$ cat src/rtl/ect_pkg.sv
package ect_pkg;
  localparam int unsigned REG_W    = 8;
  localparam int unsigned ADDR_W   = 3;
  localparam int unsigned CNT_W    = 16;
  localparam int unsigned TICK_DIV = 12;
  localparam int unsigned SYNC_LEN = 2;

  // address of the control register and base of the count bytes
  localparam int unsigned ADR_CTRL     = 0;
  localparam int unsigned ADR_CNT_BASE = 1;

  // control register bit positions
  localparam int unsigned BIT_RUN  = 0;
  localparam int unsigned BIT_SRC  = 1;
  localparam int unsigned BIT_ARM  = 2;
  localparam int unsigned BIT_OVF  = 6;
  localparam int unsigned BIT_CAPF = 7;

  typedef enum logic {SRC_TICK = 1'b0, SRC_PIN = 1'b1} src_e;

  typedef struct packed {
    logic run;
    src_e src;
    logic arm;
  } ctrl_t;
endpackage

$ cat src/rtl/ect_prescale.sv
module ect_prescale #(
  parameter int unsigned DIV = 12
) (
  input  logic clk,
  input  logic rst,
  input  logic en,
  output logic tick
);
  localparam int unsigned PW = (DIV > 1) ? $clog2(DIV) : 1;
  localparam logic [PW-1:0] LAST = PW'(DIV - 1);

  logic [PW-1:0] phase_q;

  assign tick = en && (phase_q == LAST);

  always_ff @(posedge clk) begin
    if (rst || !en) begin
      phase_q <= '0;
    end else if (phase_q == LAST) begin
      phase_q <= '0;
    end else begin
      phase_q <= phase_q + 1'b1;
    end
  end
endmodule

$ cat src/rtl/ect_fall_detect.sv
module ect_fall_detect #(
  parameter int unsigned STAGES = 2
) (
  input  logic clk,
  input  logic rst,
  input  logic pin_i,
  output logic fall_o
);
  // sh[0..STAGES-1] synchroniser, sh[STAGES] previous synchronised level
  logic [STAGES:0] sh_q;

  always_ff @(posedge clk) begin
    if (rst) begin
      sh_q <= '1;
    end else begin
      sh_q <= {sh_q[STAGES-1:0], pin_i};
    end
  end

  assign fall_o = sh_q[STAGES] && !sh_q[STAGES-1];
endmodule

$ cat src/rtl/ect_counter.sv
module ect_counter #(
  parameter int unsigned CW = 16,
  parameter int unsigned BW = 8
) (
  input  logic             clk,
  input  logic             rst,
  input  logic             inc,
  input  logic [CW/BW-1:0] wr_be,
  input  logic [BW-1:0]    wr_data,
  input  logic             cap_stb,
  output logic [CW-1:0]    cnt,
  output logic [CW-1:0]    cap,
  output logic             wrap
);
  localparam int unsigned NB = CW / BW;

  logic sw_write;
  assign sw_write = |wr_be;
  assign wrap     = inc && !sw_write && (cnt == {CW{1'b1}});

  always_ff @(posedge clk) begin
    if (rst) begin
      cnt <= '0;
    end else if (sw_write) begin
      for (int b = 0; b < NB; b++) begin
        if (wr_be[b]) cnt[b*BW +: BW] <= wr_data;
      end
    end else if (inc) begin
      cnt <= cnt + 1'b1;
    end
  end

  // snapshot takes the value held before this edge's update
  always_ff @(posedge clk) begin
    if (rst) begin
      cap <= '0;
    end else if (cap_stb) begin
      cap <= cnt;
    end
  end
endmodule

$ cat src/rtl/evt_capture_timer.sv
module evt_capture_timer
  import ect_pkg::*;
#(
  parameter int unsigned AW  = ADDR_W,
  parameter int unsigned DW  = REG_W,
  parameter int unsigned CW  = CNT_W,
  parameter int unsigned DIV = TICK_DIV,
  parameter int unsigned SYN = SYNC_LEN
) (
  input  logic          clk,
  input  logic          rst,
  input  logic [AW-1:0] reg_addr,
  input  logic          reg_wr,
  input  logic [DW-1:0] reg_wdata,
  output logic [DW-1:0] reg_rdata,
  input  logic          cnt_pin,
  input  logic          cap_pin,
  output logic          irq
);
  localparam int unsigned NB       = CW / DW;
  localparam int unsigned CAP_BASE = ADR_CNT_BASE + NB;
  localparam int unsigned NPIN     = 2;
  localparam int unsigned PIN_CNT  = 0;
  localparam int unsigned PIN_CAP  = 1;

  ctrl_t          ctrl_q;
  logic           ovf_q, capf_q;
  logic           flag_we;
  logic           tick, inc, wrap;
  logic [NB-1:0]  cnt_be;
  logic [CW-1:0]  cnt_q, cap_q;
  logic [NPIN-1:0] pins, falls;
  logic           cnt_fall, cap_fall, cap_stb;
  logic           run_q, arm_q;

  assign run_q = ctrl_q.run;
  assign arm_q = ctrl_q.arm;

  // ---------------- pin synchronisers ----------------
  assign pins[PIN_CNT] = cnt_pin;
  assign pins[PIN_CAP] = cap_pin;

  for (genvar p = 0; p < NPIN; p++) begin : g_pin
    ect_fall_detect #(.STAGES(SYN)) i_fall (
      .clk    (clk),
      .rst    (rst),
      .pin_i  (pins[p]),
      .fall_o (falls[p])
    );
  end

  assign cnt_fall = falls[PIN_CNT];
  assign cap_fall = falls[PIN_CAP];
  assign cap_stb  = cap_fall && arm_q;

  // ---------------- increment source ----------------
  ect_prescale #(.DIV(DIV)) i_pre (
    .clk  (clk),
    .rst  (rst),
    .en   (run_q && (ctrl_q.src == SRC_TICK)),
    .tick (tick)
  );

  assign inc = run_q && ((ctrl_q.src == SRC_PIN) ? cnt_fall : tick);

  // ---------------- count byte write enables ----------------
  for (genvar b = 0; b < NB; b++) begin : g_be
    assign cnt_be[b] = reg_wr && (reg_addr == AW'(ADR_CNT_BASE + b));
  end

  ect_counter #(.CW(CW), .BW(DW)) i_cnt (
    .clk     (clk),
    .rst     (rst),
    .inc     (inc),
    .wr_be   (cnt_be),
    .wr_data (reg_wdata),
    .cap_stb (cap_stb),
    .cnt     (cnt_q),
    .cap     (cap_q),
    .wrap    (wrap)
  );

  // ---------------- control and flags ----------------
  assign flag_we = reg_wr && (reg_addr == AW'(ADR_CTRL));

  logic ovf_n, capf_n;

  always_comb begin
    ovf_n  = flag_we ? reg_wdata[BIT_OVF]  : ovf_q;
    capf_n = flag_we ? reg_wdata[BIT_CAPF] : capf_q;
    if (wrap)    ovf_n  = 1'b1;
    if (cap_stb) capf_n = 1'b1;
  end

  always_ff @(posedge clk) begin
    if (rst) begin
      ctrl_q <= '{run: 1'b0, src: SRC_TICK, arm: 1'b0};
      ovf_q  <= 1'b0;
      capf_q <= 1'b0;
      irq    <= 1'b0;
    end else begin
      if (flag_we) begin
        ctrl_q.run <= reg_wdata[BIT_RUN];
        ctrl_q.src <= src_e'(reg_wdata[BIT_SRC]);
        ctrl_q.arm <= reg_wdata[BIT_ARM];
      end
      ovf_q  <= ovf_n;
      capf_q <= capf_n;
      irq    <= ovf_n || capf_n;
    end
  end

  // ---------------- registered read port ----------------
  logic [DW-1:0] rd_n;

  always_comb begin
    rd_n = '0;
    if (reg_addr == AW'(ADR_CTRL)) begin
      rd_n[BIT_RUN]  = ctrl_q.run;
      rd_n[BIT_SRC]  = ctrl_q.src;
      rd_n[BIT_ARM]  = ctrl_q.arm;
      rd_n[BIT_OVF]  = ovf_q;
      rd_n[BIT_CAPF] = capf_q;
    end
    for (int b = 0; b < NB; b++) begin
      if (reg_addr == AW'(ADR_CNT_BASE + b)) rd_n = cnt_q[b*DW +: DW];
      if (reg_addr == AW'(CAP_BASE + b))     rd_n = cap_q[b*DW +: DW];
    end
  end

  always_ff @(posedge clk) begin
    if (rst) reg_rdata <= '0;
    else     reg_rdata <= rd_n;
  end
endmodule

$ cat config.mk
export PLATFORM = sky130hd
export DESIGN_NAME = evt_capture_timer
export DESIGN_NICKNAME = d
export VERILOG_FILES = /design/src/rtl/ect_pkg.sv /design/src/rtl/ect_prescale.sv /design/src/rtl/ect_fall_detect.sv /design/src/rtl/ect_counter.sv /design/src/rtl/evt_capture_timer.sv
export SDC_FILE = /design/constraint.sdc
export NUM_CORES = 1
export LEC_CHECK = 0
export BUFFER_PORTS_ARGS = -buffer_cell sky130_fd_sc_hd__buf_2
export CAP_MARGIN = 15
export CORE_ASPECT_RATIO = 2
export CORE_MARGIN = 2
export CORE_UTILIZATION = 30
export CTS_CLUSTER_SIZE = 12
export DETAILED_ROUTE_END_ITERATION = 8
export GPL_ROUTABILITY_DRIVEN = 0
export PLACE_DENSITY = 0.42
export SLEW_MARGIN = 10
export SYNTH_ARGS = -nofsm -noshare
export SYNTH_HDL_FRONTEND = slang
export SYNTH_SLANG_ARGS = --single-unit
$ cat constraint.sdc
create_clock -name clk -period 2.1 [get_ports clk]
set_input_delay 0.42 -clock clk [delete_from_list [all_inputs] [get_ports clk]]
set_output_delay 0.42 -clock clk [all_outputs]
set_load 0.005 [all_outputs]
==> results.sh <==
export IMPL_status="finished, final reports clean"
export IMPL_synth_seq_area_share_pct=40.5
export IMPL_finalSetupTns_ns=0
export IMPL_synth_commonest_cells="56 x dfxtp_1, 54 x nand2_1, 32 x nor2_1, 26 x a21oi_1, 11 x mux2i_1"
export IMPL_clock_path_buffers=2
export IMPL_skew_ns=0.00998
export IMPL_worst_slack_ns=0.185
export IMPL_wl_per_cell_um=18.7
export IMPL_synth_top_area_cell="dfxtp_1"
export IMPL_grt_pass1_vias=2427
export IMPL_rows=49
export IMPL_muxShareOfSynthArea_pct=6.02
export IMPL_synth_most_common_cell="dfxtp_1"
export IMPL_avgViaCountPerCell=5.37
export IMPL_dieArea_sq_um=10000
export IMPL_vdd_ir_drop_max_mv=0.285
export IMPL_cp_max_fo=6
export IMPL_synthSimpleGateAreaFrac_pct=27.8
export IMPL_synth_seq_cells=56
export IMPL_min_delay_path_depth=2
export IMPL_synth_edf_count=0
export IMPL_pre_cts_slack_ns=0.200
export IMPL_htree_levels=2
export IMPL_dr_pass1_iters=4
export IMPL_final_nets=371
export IMPL_grt_max_degree=25
export IMPL_clk_latency_ns=0.30
export IMPL_ctsHoldBuffers=0
export IMPL_fp_dieW_um=71.9
export IMPL_worst_pin_slew_ns=0.837
export IMPL_startpoint="i_pre.phase_q[0]"
export IMPL_synth_nets=339
export IMPL_numCtsBuffers=5
export IMPL_power_share_combinational_pct=7.2
export IMPL_synth_compound_area_share_pct=19.3
export IMPL_ant_nets=0
export IMPL_power_density_nw_per_um2=699
export IMPL_reg2reg_to="i_cnt.cnt[11]"
export IMPL_p_switching_uw=503
export IMPL_root_buffer="clkbuf_16"
export IMPL_syn_avg_cell_area_sq_um=8.61
export IMPL_synth_area_sq_um=2770
export IMPL_seq_power_share_pct=47.7
export IMPL_synthArstFlopShare_pct=0
export IMPL_crit_path_start_kind="register"
export IMPL_synth_top_family_by_area="simple AND/OR/NAND/NOR gates"
export IMPL_p_int_uw=1770
export IMPL_drv_cap=0
export IMPL_stdcell_area_sq_um=3240
export IMPL_portBuffers=24
export IMPL_route_vias_total=2448
export IMPL_clock_sinks=56
export IMPL_synth_ff_type="dfxtp_1"
export IMPL_core_sq_um=8950
export IMPL_io_pins=25
export IMPL_hpwl_mm=6.53
export IMPL_swShare_pct=22.2
export IMPL_synth_fa_ha_area_share_pct=0.905
export IMPL_path_class="register to register"
export IMPL_start_util_pct=30.9
export IMPL_r2r_start="i_pre.phase_q[0]"
export IMPL_rsz0062_at_grt="false"
export IMPL_crit_required_ns=2.30
export IMPL_fmax_ghz=0.522
export IMPL_setup_viol=0
export IMPL_layout_drive_gt1_share_pct=21.8
export IMPL_cp_end_kind="register"
export IMPL_diodes=0
export IMPL_fp_dieH_um=140
export IMPL_worst_r2r_path_depth=6
export IMPL_hold_viol=0
export IMPL_cts_tree="yes"
export IMPL_ys_types=52
export IMPL_post_cts_resized=0
export IMPL_power_share_clock_pct=45.1
export IMPL_slew_viol_final=0
export IMPL_drc=0
export IMPL_netlist_top_cells_area="dfxtp_1 41%, nand2_1 7.3%, a21oi_1 4.7%, nor2_1 4.3%, mux2i_1 4.0%"
export IMPL_critPathArrivalTime_ns=2.12
export IMPL_yosys_area_top_type_share_pct=40.5
export IMPL_synth_warnings=0
export IMPL_power_leakage_uw=0.00120
export IMPL_area_delta_synth_final_pct=17.3
export IMPL_grt_pass1_wl_mm=13.5
export IMPL_place_area_sq_um=3060
export IMPL_critPathCapture="i_cnt.cnt[11]"
export IMPL_period_needed_ns=1.91
export IMPL_antenna_found_initial=0
export IMPL_path_clk_slew_ns=0.08
export IMPL_r2r_slack_ns=0.19
export IMPL_fin_crit_sh_pct=91.2
export IMPL_postSynthCellCount=321
export IMPL_gr_total_overflow=0
export IMPL_hold_path_class="primary input to register"
export IMPL_routed_wl_mm=8.52
export IMPL_cts_setup_buffers=0
export IMPL_grtUsageTotal_pct=17.8
export IMPL_initialDrtViolationCount=193
export IMPL_slew_headroom_pct=43.8
export IMPL_synth_xor_area_share_pct=1.54
cell usage in the layout, fill, tap and decap left out, drive strengths merged, types with 2 or more instances in the layout:
cell     synthesis  final
a32o            10     10
xor2             2      2
a21oi           26     26
mux2i           11     11
a22o             3      3
a211oi           2      2
mux2             3      3
clkbuf          10      7
or3              3      3
nor2b            2      2
xnor2            2      2
nand3b           4      4
inv              2      2
nor3            11     11
dfxtp           56     56
nand4            5      5
and2             5      5
buf              9     44
nor2            33     33
o21ai            9      9
o2bb2ai          3      3
a22oi            5      5
o31ai            6      6
ha               2      2
a221oi           5      5
nand2b           4      4
or2              9      9
nand2           54     54
and4             3      3
and3             4      4
nand3            9      9
registers in the layout, indices dropped and copies added (netlist names):
signal and cells:
arm_q 1, capf_q 1, ctrl_q 1, g_pin.i_fall.sh_q 6, i_cnt.cap 16, i_cnt.cnt 16
i_pre.phase_q 4, irq 1, ovf_q 1, reg_rdata 8, run_q 1
how the worst min path moves through the flow:
stage	startpoint	to
after floorplan	g_pin[0].i_fall.sh_q[0]	g_pin[0].i_fall.sh_q[1]
after global placement	g_pin[1].i_fall.sh_q[0]	g_pin[1].i_fall.sh_q[1]
after detailed placement	g_pin[1].i_fall.sh_q[0]	g_pin[1].i_fall.sh_q[1]
after CTS	cap_pin	g_pin[1].i_fall.sh_q[0]
after global routing	cap_pin	g_pin[1].i_fall.sh_q[0]
final	cap_pin	g_pin[1].i_fall.sh_q[0]
final cells by class:
class / count / area [sq um]
Fill cell: 958 / 5710
Multi-Input combinational cell: 244 / 1540
Sequential cell: 56 / 1120
Timing Repair Buffer: 44 / 270
Clock buffer: 7 / 153
Tap cell: 102 / 128
Clock inverter: 1 / 30.0
Inverter: 2 / 7.51
metrics by stage:
stage               total power (uW)  hold slack, ns  util (%)  instances
global placement                1270           0.393      34.2        448
global route                    2340           0.308      36.2        456
floorplan                       1200           0.389         -        321
CTS                             2290           0.302      36.2        456
detailed placement              1270           0.399      34.2        448
finish                          2270           0.303      36.2        456
cell families after synthesis:
family	count (synthesis)
compound gates	73
xor+xnor	4
fa+ha+maj	2
buf+inv	21
flops	56
mux	15
simple gates	150
routing by layer:
| metal | global-route usage (%) | share of wire, % |
|---|---|---|
| met1 | 20.3 | 39 |
| met5 | 0 | 0 |
| met3 | 2.32 | 3.3 |
| met4 | 6.36 | 2.3 |
| met2 | 32.9 | 55 |
critical path, cell delays in order (launching register included):
cell	delay, ns
dfxtp_1	0.35
ha_1	0.26
nand4bb_4	0.16
a21bo_2	0.28
nor3_2	0.37
nand3_1	0.13
a32o_1	0.27
power by group through the flow:
stage / logic [uW] / registers, uW / clock network [uW]
after floorplan: 99.9 / 1110 / 0
after global placement: 164 / 1110 / 0
after detailed placement: 163 / 1110 / 0
after CTS: 164 / 1080 / 1050
after global routing: 179 / 1080 / 1080
final: 163 / 1080 / 1020
Note: power is estimated with default switching activity, not from simulation.
